<file path="src/rtl/fcs_pkg.sv">
package fcs_pkg;
  typedef enum logic [2:0] {
    CMD_IDLE  = 3'b000,
    CMD_READ  = 3'b001,
    CMD_ROWWR = 3'b010,
    CMD_ERASE = 3'b011
  } fcs_cmd_e;

  typedef enum logic [2:0] {
    ST_INIT,
    ST_IDLE,
    ST_EXEC,
    ST_DONE,
    ST_RECOV,
    ST_HK
  } fcs_state_e;

  function automatic int fcs_max2(input int a, input int b);
    return (a > b) ? a : b;
  endfunction
endpackage

</file>
<file path="src/rtl/fcs_cmd_decode.sv">
module fcs_cmd_decode
  import fcs_pkg::*;
#(
  parameter int CW     = 4,
  parameter int RD_LAT = 3,
  parameter int WR_LAT = 5,
  parameter int ER_LAT = 8
) (
  input  logic [2:0]    cmd,
  output logic          present,
  output logic          legal,
  output logic          rowwr,
  output logic [CW-1:0] lat_last
);
  always_comb begin
    present  = (cmd != CMD_IDLE);
    legal    = 1'b1;
    rowwr    = 1'b0;
    lat_last = '0;
    case (cmd)
      CMD_READ:  lat_last = CW'(RD_LAT - 1);
      CMD_ROWWR: begin
        lat_last = CW'(WR_LAT - 1);
        rowwr    = 1'b1;
      end
      CMD_ERASE: lat_last = CW'(ER_LAT - 1);
      default:   legal = 1'b0;
    endcase
  end
endmodule

</file>
<file path="src/rtl/fcs_hk_gate.sv">
module fcs_hk_gate (
  input  logic clk,
  input  logic rst,
  input  logic req,
  input  logic start,
  output logic want
);
  logic pend;

  always_ff @(posedge clk) begin
    if (rst) pend <= 1'b0;
    else     pend <= (pend | req) & ~start;
  end

  assign want = pend | req;
endmodule

</file>
<file path="src/rtl/fcs_macro_model.sv">
module fcs_macro_model #(
  parameter int AW = 6,
  parameter int DW = 16
) (
  input  logic          clk,
  input  logic          rd_en,
  input  logic          we,
  input  logic [AW-1:0] addr,
  input  logic [DW-1:0] wdata,
  output logic [DW-1:0] rdata
);
  localparam int DEPTH = 1 << AW;

  logic [DW-1:0] mem [DEPTH];

  always_ff @(posedge clk) begin
    if (we)    mem[addr] <= wdata;
    if (rd_en) rdata     <= mem[addr];
  end
endmodule

</file>
<file path="src/rtl/fcs_seq_ctrl.sv">
module fcs_seq_ctrl
  import fcs_pkg::*;
#(
  parameter int AW       = 6,
  parameter int CW       = 4,
  parameter int INIT_LAT = 12,
  parameter int REC_LAT  = 4,
  parameter int HK_LAT   = 7
) (
  input  logic          clk,
  input  logic          rst,
  input  logic [2:0]    cmd,
  input  logic [AW-1:0] addr,
  input  logic          in_present,
  input  logic          in_legal,
  input  logic          in_rowwr,
  input  logic [CW-1:0] in_last,
  input  logic          hk_want,
  output fcs_state_e    state,
  output logic [2:0]    cur_cmd,
  output logic [AW-1:0] cur_addr,
  output logic          ready,
  output logic          err,
  output logic          prog,
  output logic          hk_start
);
  logic [CW-1:0] cnt;
  logic [CW-1:0] cur_last;
  logic          cur_legal;
  logic          held;
  logic          wr_close;

  // a finishing row write with anything other than another row write waiting
  assign wr_close = (state == ST_DONE) && (cur_cmd == CMD_ROWWR) && !in_rowwr;
  assign hk_start = (state == ST_IDLE) && !in_present && hk_want;

  always_ff @(posedge clk) begin
    if (rst) begin
      state     <= ST_INIT;
      cnt       <= '0;
      ready     <= 1'b0;
      err       <= 1'b0;
      prog      <= 1'b0;
      held      <= 1'b0;
      cur_cmd   <= CMD_IDLE;
      cur_addr  <= '0;
      cur_last  <= '0;
      cur_legal <= 1'b0;
    end else begin
      err <= 1'b0;
      case (state)
        ST_INIT: begin
          if (cnt == CW'(INIT_LAT - 1)) begin
            state <= ST_IDLE;
            ready <= 1'b1;
            cnt   <= '0;
          end else begin
            cnt <= cnt + 1'b1;
          end
        end
        ST_IDLE, ST_DONE: begin
          cnt <= '0;
          if (in_present) begin
            cur_cmd   <= cmd;
            cur_addr  <= addr;
            cur_last  <= in_last;
            cur_legal <= in_legal;
          end
          if (wr_close) begin
            prog  <= 1'b0;
            state <= ST_RECOV;
            ready <= 1'b0;
            held  <= in_present;
          end else if (in_present) begin
            if (!in_legal) begin
              state <= ST_DONE;
              ready <= 1'b1;
              err   <= 1'b1;
            end else begin
              state <= ST_EXEC;
              ready <= 1'b0;
              if (in_rowwr) prog <= 1'b1;
            end
          end else if (hk_start) begin
            state <= ST_HK;
            ready <= 1'b0;
          end else begin
            state <= ST_IDLE;
            ready <= 1'b1;
          end
        end
        ST_EXEC: begin
          if (cnt == cur_last) begin
            state <= ST_DONE;
            ready <= 1'b1;
            cnt   <= '0;
          end else begin
            cnt <= cnt + 1'b1;
          end
        end
        ST_RECOV: begin
          if (cnt == CW'(REC_LAT - 1)) begin
            cnt  <= '0;
            held <= 1'b0;
            if (!held) begin
              state <= ST_IDLE;
              ready <= 1'b1;
            end else if (!cur_legal) begin
              state <= ST_DONE;
              ready <= 1'b1;
              err   <= 1'b1;
            end else begin
              state <= ST_EXEC;
              ready <= 1'b0;
            end
          end else begin
            cnt <= cnt + 1'b1;
          end
        end
        ST_HK: begin
          if (cnt == CW'(HK_LAT - 1)) begin
            state <= ST_IDLE;
            ready <= 1'b1;
            cnt   <= '0;
          end else begin
            cnt <= cnt + 1'b1;
          end
        end
        default: begin
          state <= ST_INIT;
          ready <= 1'b0;
          cnt   <= '0;
        end
      endcase
    end
  end
endmodule

</file>
<file path="src/rtl/flash_cmd_seq.sv">
module flash_cmd_seq
  import fcs_pkg::*;
#(
  parameter int ADDR_W   = 6,
  parameter int DATA_W   = 16,
  parameter int RD_LAT   = 3,
  parameter int WR_LAT   = 5,
  parameter int ER_LAT   = 8,
  parameter int REC_LAT  = 4,
  parameter int INIT_LAT = 12,
  parameter int HK_LAT   = 7
) (
  input  logic              clk,
  input  logic              rst,
  input  logic [2:0]        cmd_i,
  input  logic [ADDR_W-1:0] addr_i,
  input  logic [DATA_W-1:0] wdata_i,
  input  logic              hk_req_i,
  output logic              ready_o,
  output logic              err_o,
  output logic [DATA_W-1:0] rdata_o,
  output logic              mac_prog_o,
  output logic              mac_rd_o,
  output logic              mac_wr_o,
  output logic              mac_er_o,
  output logic              mac_hk_o
);
  localparam int MAX_OP  = fcs_max2(fcs_max2(RD_LAT, WR_LAT), ER_LAT);
  localparam int MAX_AUX = fcs_max2(fcs_max2(REC_LAT, INIT_LAT), HK_LAT);
  localparam int CW      = $clog2(fcs_max2(MAX_OP, MAX_AUX) + 1);

  logic              in_present, in_legal, in_rowwr;
  logic [CW-1:0]     in_last;
  logic              hk_want, hk_start;
  fcs_state_e        state;
  logic [2:0]        cur_cmd;
  logic [ADDR_W-1:0] cur_addr;
  logic              init_phase;
  logic              mem_we, mem_rd;
  logic [DATA_W-1:0] mem_wdata;

  fcs_cmd_decode #(
    .CW(CW), .RD_LAT(RD_LAT), .WR_LAT(WR_LAT), .ER_LAT(ER_LAT)
  ) u_dec (
    .cmd(cmd_i), .present(in_present), .legal(in_legal),
    .rowwr(in_rowwr), .lat_last(in_last)
  );

  fcs_hk_gate u_hk (
    .clk(clk), .rst(rst), .req(hk_req_i), .start(hk_start), .want(hk_want)
  );

  fcs_seq_ctrl #(
    .AW(ADDR_W), .CW(CW), .INIT_LAT(INIT_LAT), .REC_LAT(REC_LAT), .HK_LAT(HK_LAT)
  ) u_ctrl (
    .clk(clk), .rst(rst), .cmd(cmd_i), .addr(addr_i),
    .in_present(in_present), .in_legal(in_legal), .in_rowwr(in_rowwr),
    .in_last(in_last), .hk_want(hk_want), .state(state),
    .cur_cmd(cur_cmd), .cur_addr(cur_addr), .ready(ready_o), .err(err_o),
    .prog(mac_prog_o), .hk_start(hk_start)
  );

  assign mac_rd_o   = (state == ST_EXEC) && (cur_cmd == CMD_READ);
  assign mac_wr_o   = (state == ST_EXEC) && (cur_cmd == CMD_ROWWR);
  assign mac_er_o   = (state == ST_EXEC) && (cur_cmd == CMD_ERASE);
  assign mac_hk_o   = (state == ST_HK);
  assign init_phase = (state == ST_INIT);

  // stores commit on the edge that closes the data phase
  assign mem_rd    = mac_rd_o;
  assign mem_we    = (state == ST_DONE) &&
                     ((cur_cmd == CMD_ROWWR) || (cur_cmd == CMD_ERASE));
  assign mem_wdata = (cur_cmd == CMD_ERASE) ? {DATA_W{1'b1}} : wdata_i;

  fcs_macro_model #(.AW(ADDR_W), .DW(DATA_W)) u_mac (
    .clk(clk), .rd_en(mem_rd), .we(mem_we), .addr(cur_addr),
    .wdata(mem_wdata), .rdata(rdata_o)
  );
endmodule

</file>
<file path="config.mk">
export PLATFORM = sky130hd
export DESIGN_NAME = flash_cmd_seq
export DESIGN_NICKNAME = d
export VERILOG_FILES = /design/src/rtl/fcs_pkg.sv /design/src/rtl/fcs_cmd_decode.sv /design/src/rtl/fcs_hk_gate.sv /design/src/rtl/fcs_macro_model.sv /design/src/rtl/fcs_seq_ctrl.sv /design/src/rtl/flash_cmd_seq.sv
export SDC_FILE = /design/constraint.sdc
export NUM_CORES = 1
export LEC_CHECK = 0
export CAP_MARGIN = 5
export CORE_MARGIN = 2
export CORE_UTILIZATION = 55
export DETAILED_ROUTE_END_ITERATION = 8
export DONT_BUFFER_PORTS = 1
export MAX_ROUTING_LAYER = met4
export PLACE_DENSITY = 0.69
export SYNTH_ARGS = -nofsm -noshare
export SYNTH_HDL_FRONTEND = slang
export SYNTH_HIERARCHICAL = 1
export SYNTH_SLANG_ARGS = --single-unit
</file>
<file path="constraint.sdc">
create_clock -name clk -period 3.4 [get_ports clk]
set_input_delay 0.51 -clock clk [delete_from_list [all_inputs] [get_ports clk]]
set_output_delay 0.51 -clock clk [all_outputs]
set_load 0.02 [all_outputs]
</file>
==> results.cfg <==
[yosys]
synth_top_flop_cell = edfxtp_1
yosys_warnings = 6
async_reset_ff_share_pct = 0
post_synth_num_cell_types = 81
synth-edff-count = 1040
ys_seq_area_share_pct = 76.76
ys_ff_latch = 1066
synth_cells = 2435
syn_avg_cell_area_um2 = 16.99
syn_nets = 2465
synth_area_um2 = 41360

[layout]
seq_area_um2 = 31760
final_area_um2 = 47240
nFillCells = 5111
final_layout_size_suffix_gt1_share_pct = 19.25
num-nets-final = 2658
final_cell_mix = edfxtp_1, buf_4, a22oi_1
stdcell_count = 3687
multi_input_area_um2 = 8662
final_common_cell = edfxtp_1
syn_to_final_growth_pct = 14.22

[timing]
fin_ws_ns = 0.01220
tns_ns = 0
whs_ns = 0.02010
rsz0062_at_grt = no
tightest_slew_ns = 0.9798
timing.final.crit_share_pct = 99.64
skew_ns = 0.02814
setup_viol = 0
slew-limit-headroom_pct = 33.99
hold_violations = 0
fmax_mhz = 295.2
fin_crit_ns = 3.388
slew_violations = 0

[placed_design]
hpwlAfterDp_um = 78690
dp.cells = 3481
port_buffers = 0
dpl_worst_slack_ns = 0.02030
post_dp_cell_area_um2 = 43900
place_congestion = 0.9908

[routing]
drtIter0Drc = 4136
wl_um = 126000
drcViolationCount = 0
ant_nets = 0
drt_first_pass_iters = 6
wl_per_cell_um = 34.18
vias_per_cell = 6.970
vias = 25700

[floorplan]
start_util_pct = 55.56
dieArea_um2 = 77410
dieWidth_um = 278.2
io_pins = 51
core_um2 = 74450
row_count = 100
die-height_um = 278.2

[global_routing]
grt_pass1_wl_um = 179300
grt_pass1_vias = 24690
antenna_found_initial = 10
overflow = 0
grt_use_total_pct = 33.54
grt_max_degree = 65

[setup_path]
worstSetupPathType = flop to flop
crit_required_ns = 3.74
startpoint_type = flop
end_kind = flop
worstPathArrival_ns = 3.73
worstPathMaxFanout = 12
r2r_slack_ns = 0.01

[clock_tree]
h-tree-depth = 3
clk_pin_slew_ns = 0.06
cts_made_buffers = 105
clock_latency_ns = 0.67
cts-root-buf = clkbuf_16
cts_buffer_depth = 3
cts.sinks = 1066
cts_tree = done

[hold_path]
worstHoldPathType = input pin to flop

[flow_run]
maxCapViolCount = 0

[power]
p_leak_nw = 15.04
irDropWorstVdd_mv = 0.5045
p_per_area_nw_per_um2 = 642.5

[run_status]
status = finished clean
worst paths after layout:
path	startpoint	endpoint	cells after the start
min reg2reg	u_ctrl/cur_last[2]	u_ctrl/cur_last[2]	2
max	u_ctrl/cur_cmd[1]	u_mac/mem[16][2]	8
min	rst	u_ctrl/ready	2
max reg2reg	u_ctrl/cur_cmd[1]	u_mac/mem[16][2]	8
layout make-up:
class                           instances  share of cell area [%]
Sequential cell                      1066                   67.23
Multi-Input combinational cell       1176                   18.34
Clock buffer                          136                   5.988
Timing Repair Buffer                  271                   4.947
Tap cell                              969                   2.566
Clock inverter                         55                  0.8369
Inverter                                8                 0.06356
Antenna cell                            6                 0.03178
per-stage QoR:
step	total power, W	util (%)
floorplan	0.01747	-
global placement	0.01935	58.96
detailed placement	0.01943	58.96
CTS	0.03026	63.40
global route	0.03112	63.46
finish	0.03035	63.46
per-layer routing:
layer  vias up  GRT usage, %  routed length (um)
met5         -             -                   0
met3       310         8.739               17140
met2      1940         49.03               56610
met4         0         12.95                5582
li1      10430             -                   -
met1     13020         45.57               46700
worst max-delay path: stages, from the launching register on:
cell and delay (ns):
dfxtp_1 0.49, nand3b_1 0.12, nor3b_1 0.49, buf_4 0.27, nor2b_1 0.28, nand2_1 0.45
buf_4 0.32, nor2_1 0.33, buf_4 0.31
sequential cells by signal, summed over array words and instances (netlist names):
name and cells:
u_ctrl/state 3, u_ctrl/cur_last 4, u_ctrl/prog 1, u_hk/pend 1, u_ctrl/held 1, u_ctrl/ready 1
u_ctrl/err 1, u_ctrl/cur_legal 1, u_mac/rdata 16, u_ctrl/cur_cmd 3, u_ctrl/cnt 4, u_ctrl/cur_addr 6
u_mac/mem 1024
synth_stat cells (5+ instances only):
| cell | number | area share, % |
|---|---|---|
| edfxtp_1 | 1040 | 76 |
| a22oi_1 | 174 | 3.2 |
| a221oi_1 | 158 | 3.3 |
| nor2_1 | 155 | 1.4 |
| buf_2 | 74 | 0.90 |
| o21ai_0 | 73 | 0.88 |
| nand2_1 | 72 | 0.65 |
| clkbuf_1 | 67 | 0.61 |
| mux2i_1 | 60 | 1.5 |
| a21oi_1 | 58 | 0.70 |
| o22ai_1 | 54 | 0.82 |
| mux4_2 | 34 | 1.9 |
| mux2_2 | 28 | 0.76 |
| nand3_1 | 27 | 0.33 |
| dfxtp_1 | 26 | 1.3 |
| nor3_1 | 23 | 0.28 |
| a22o_1 | 21 | 0.44 |
| o221ai_1 | 20 | 0.42 |
| buf_6 | 19 | 0.52 |
| nand2b_1 | 19 | 0.29 |
| buf_4 | 18 | 0.33 |
| nor2b_1 | 13 | 0.20 |
| o21ai_1 | 12 | 0.15 |
| a221o_1 | 9 | 0.22 |
| or4_1 | 9 | 0.16 |
| a31oi_1 | 8 | 0.12 |
| nand4_1 | 7 | 0.11 |
| or2b_1 | 7 | 0.13 |
| a211oi_1 | 6 | 0.11 |
| buf_1 | 6 | 0.054 |
| inv_1 | 6 | 0.054 |
| nand3b_1 | 6 | 0.11 |
| nor3b_1 | 6 | 0.11 |
| nor4_1 | 6 | 0.091 |
| o22a_1 | 6 | 0.13 |
| or3_1 | 6 | 0.091 |
| a32oi_1 | 5 | 0.11 |
| and3_1 | 5 | 0.076 |
| o32ai_1 | 5 | 0.11 |
| xor2_1 | 5 | 0.11 |
where the power goes:
| group | total, W | leakage, nW | switching [W] | internal (W) |
|---|---|---|---|---|
| Combinational | 0.00465 | 3.90 | 0.00309 | 0.00156 |
| Clock | 0.0110 | 1.58 | 0.00478 | 0.00621 |
| Sequential | 0.0147 | 9.56 | 0.000157 | 0.0145 |
timing repair:
item / CTS / global route
hold buffers: 8 / 0
hold endpoints to repair: 22 / 0
setup buffers: 0 / 1
gates resized for setup: 0 / 3
endpoints found under the setup margin: 0 / 3
kinds of logic (layout without fill, tap and decap cells):
logic type                 Yosys count  in the layout  synth area share, %
buffers and inverters              193            470                2.508
adders and majority gates            2              2              0.06049
xor gates and xnor gates             6              6               0.1270
AOI/OAI and AO/OA                  651            651                11.72
muxes                              122            122                4.066
other                                1              7             0.009066
DFF                               1066           1066                76.76
and+or+nand+nor                    394            394                4.752
Power figures use the tool's default switching activity.
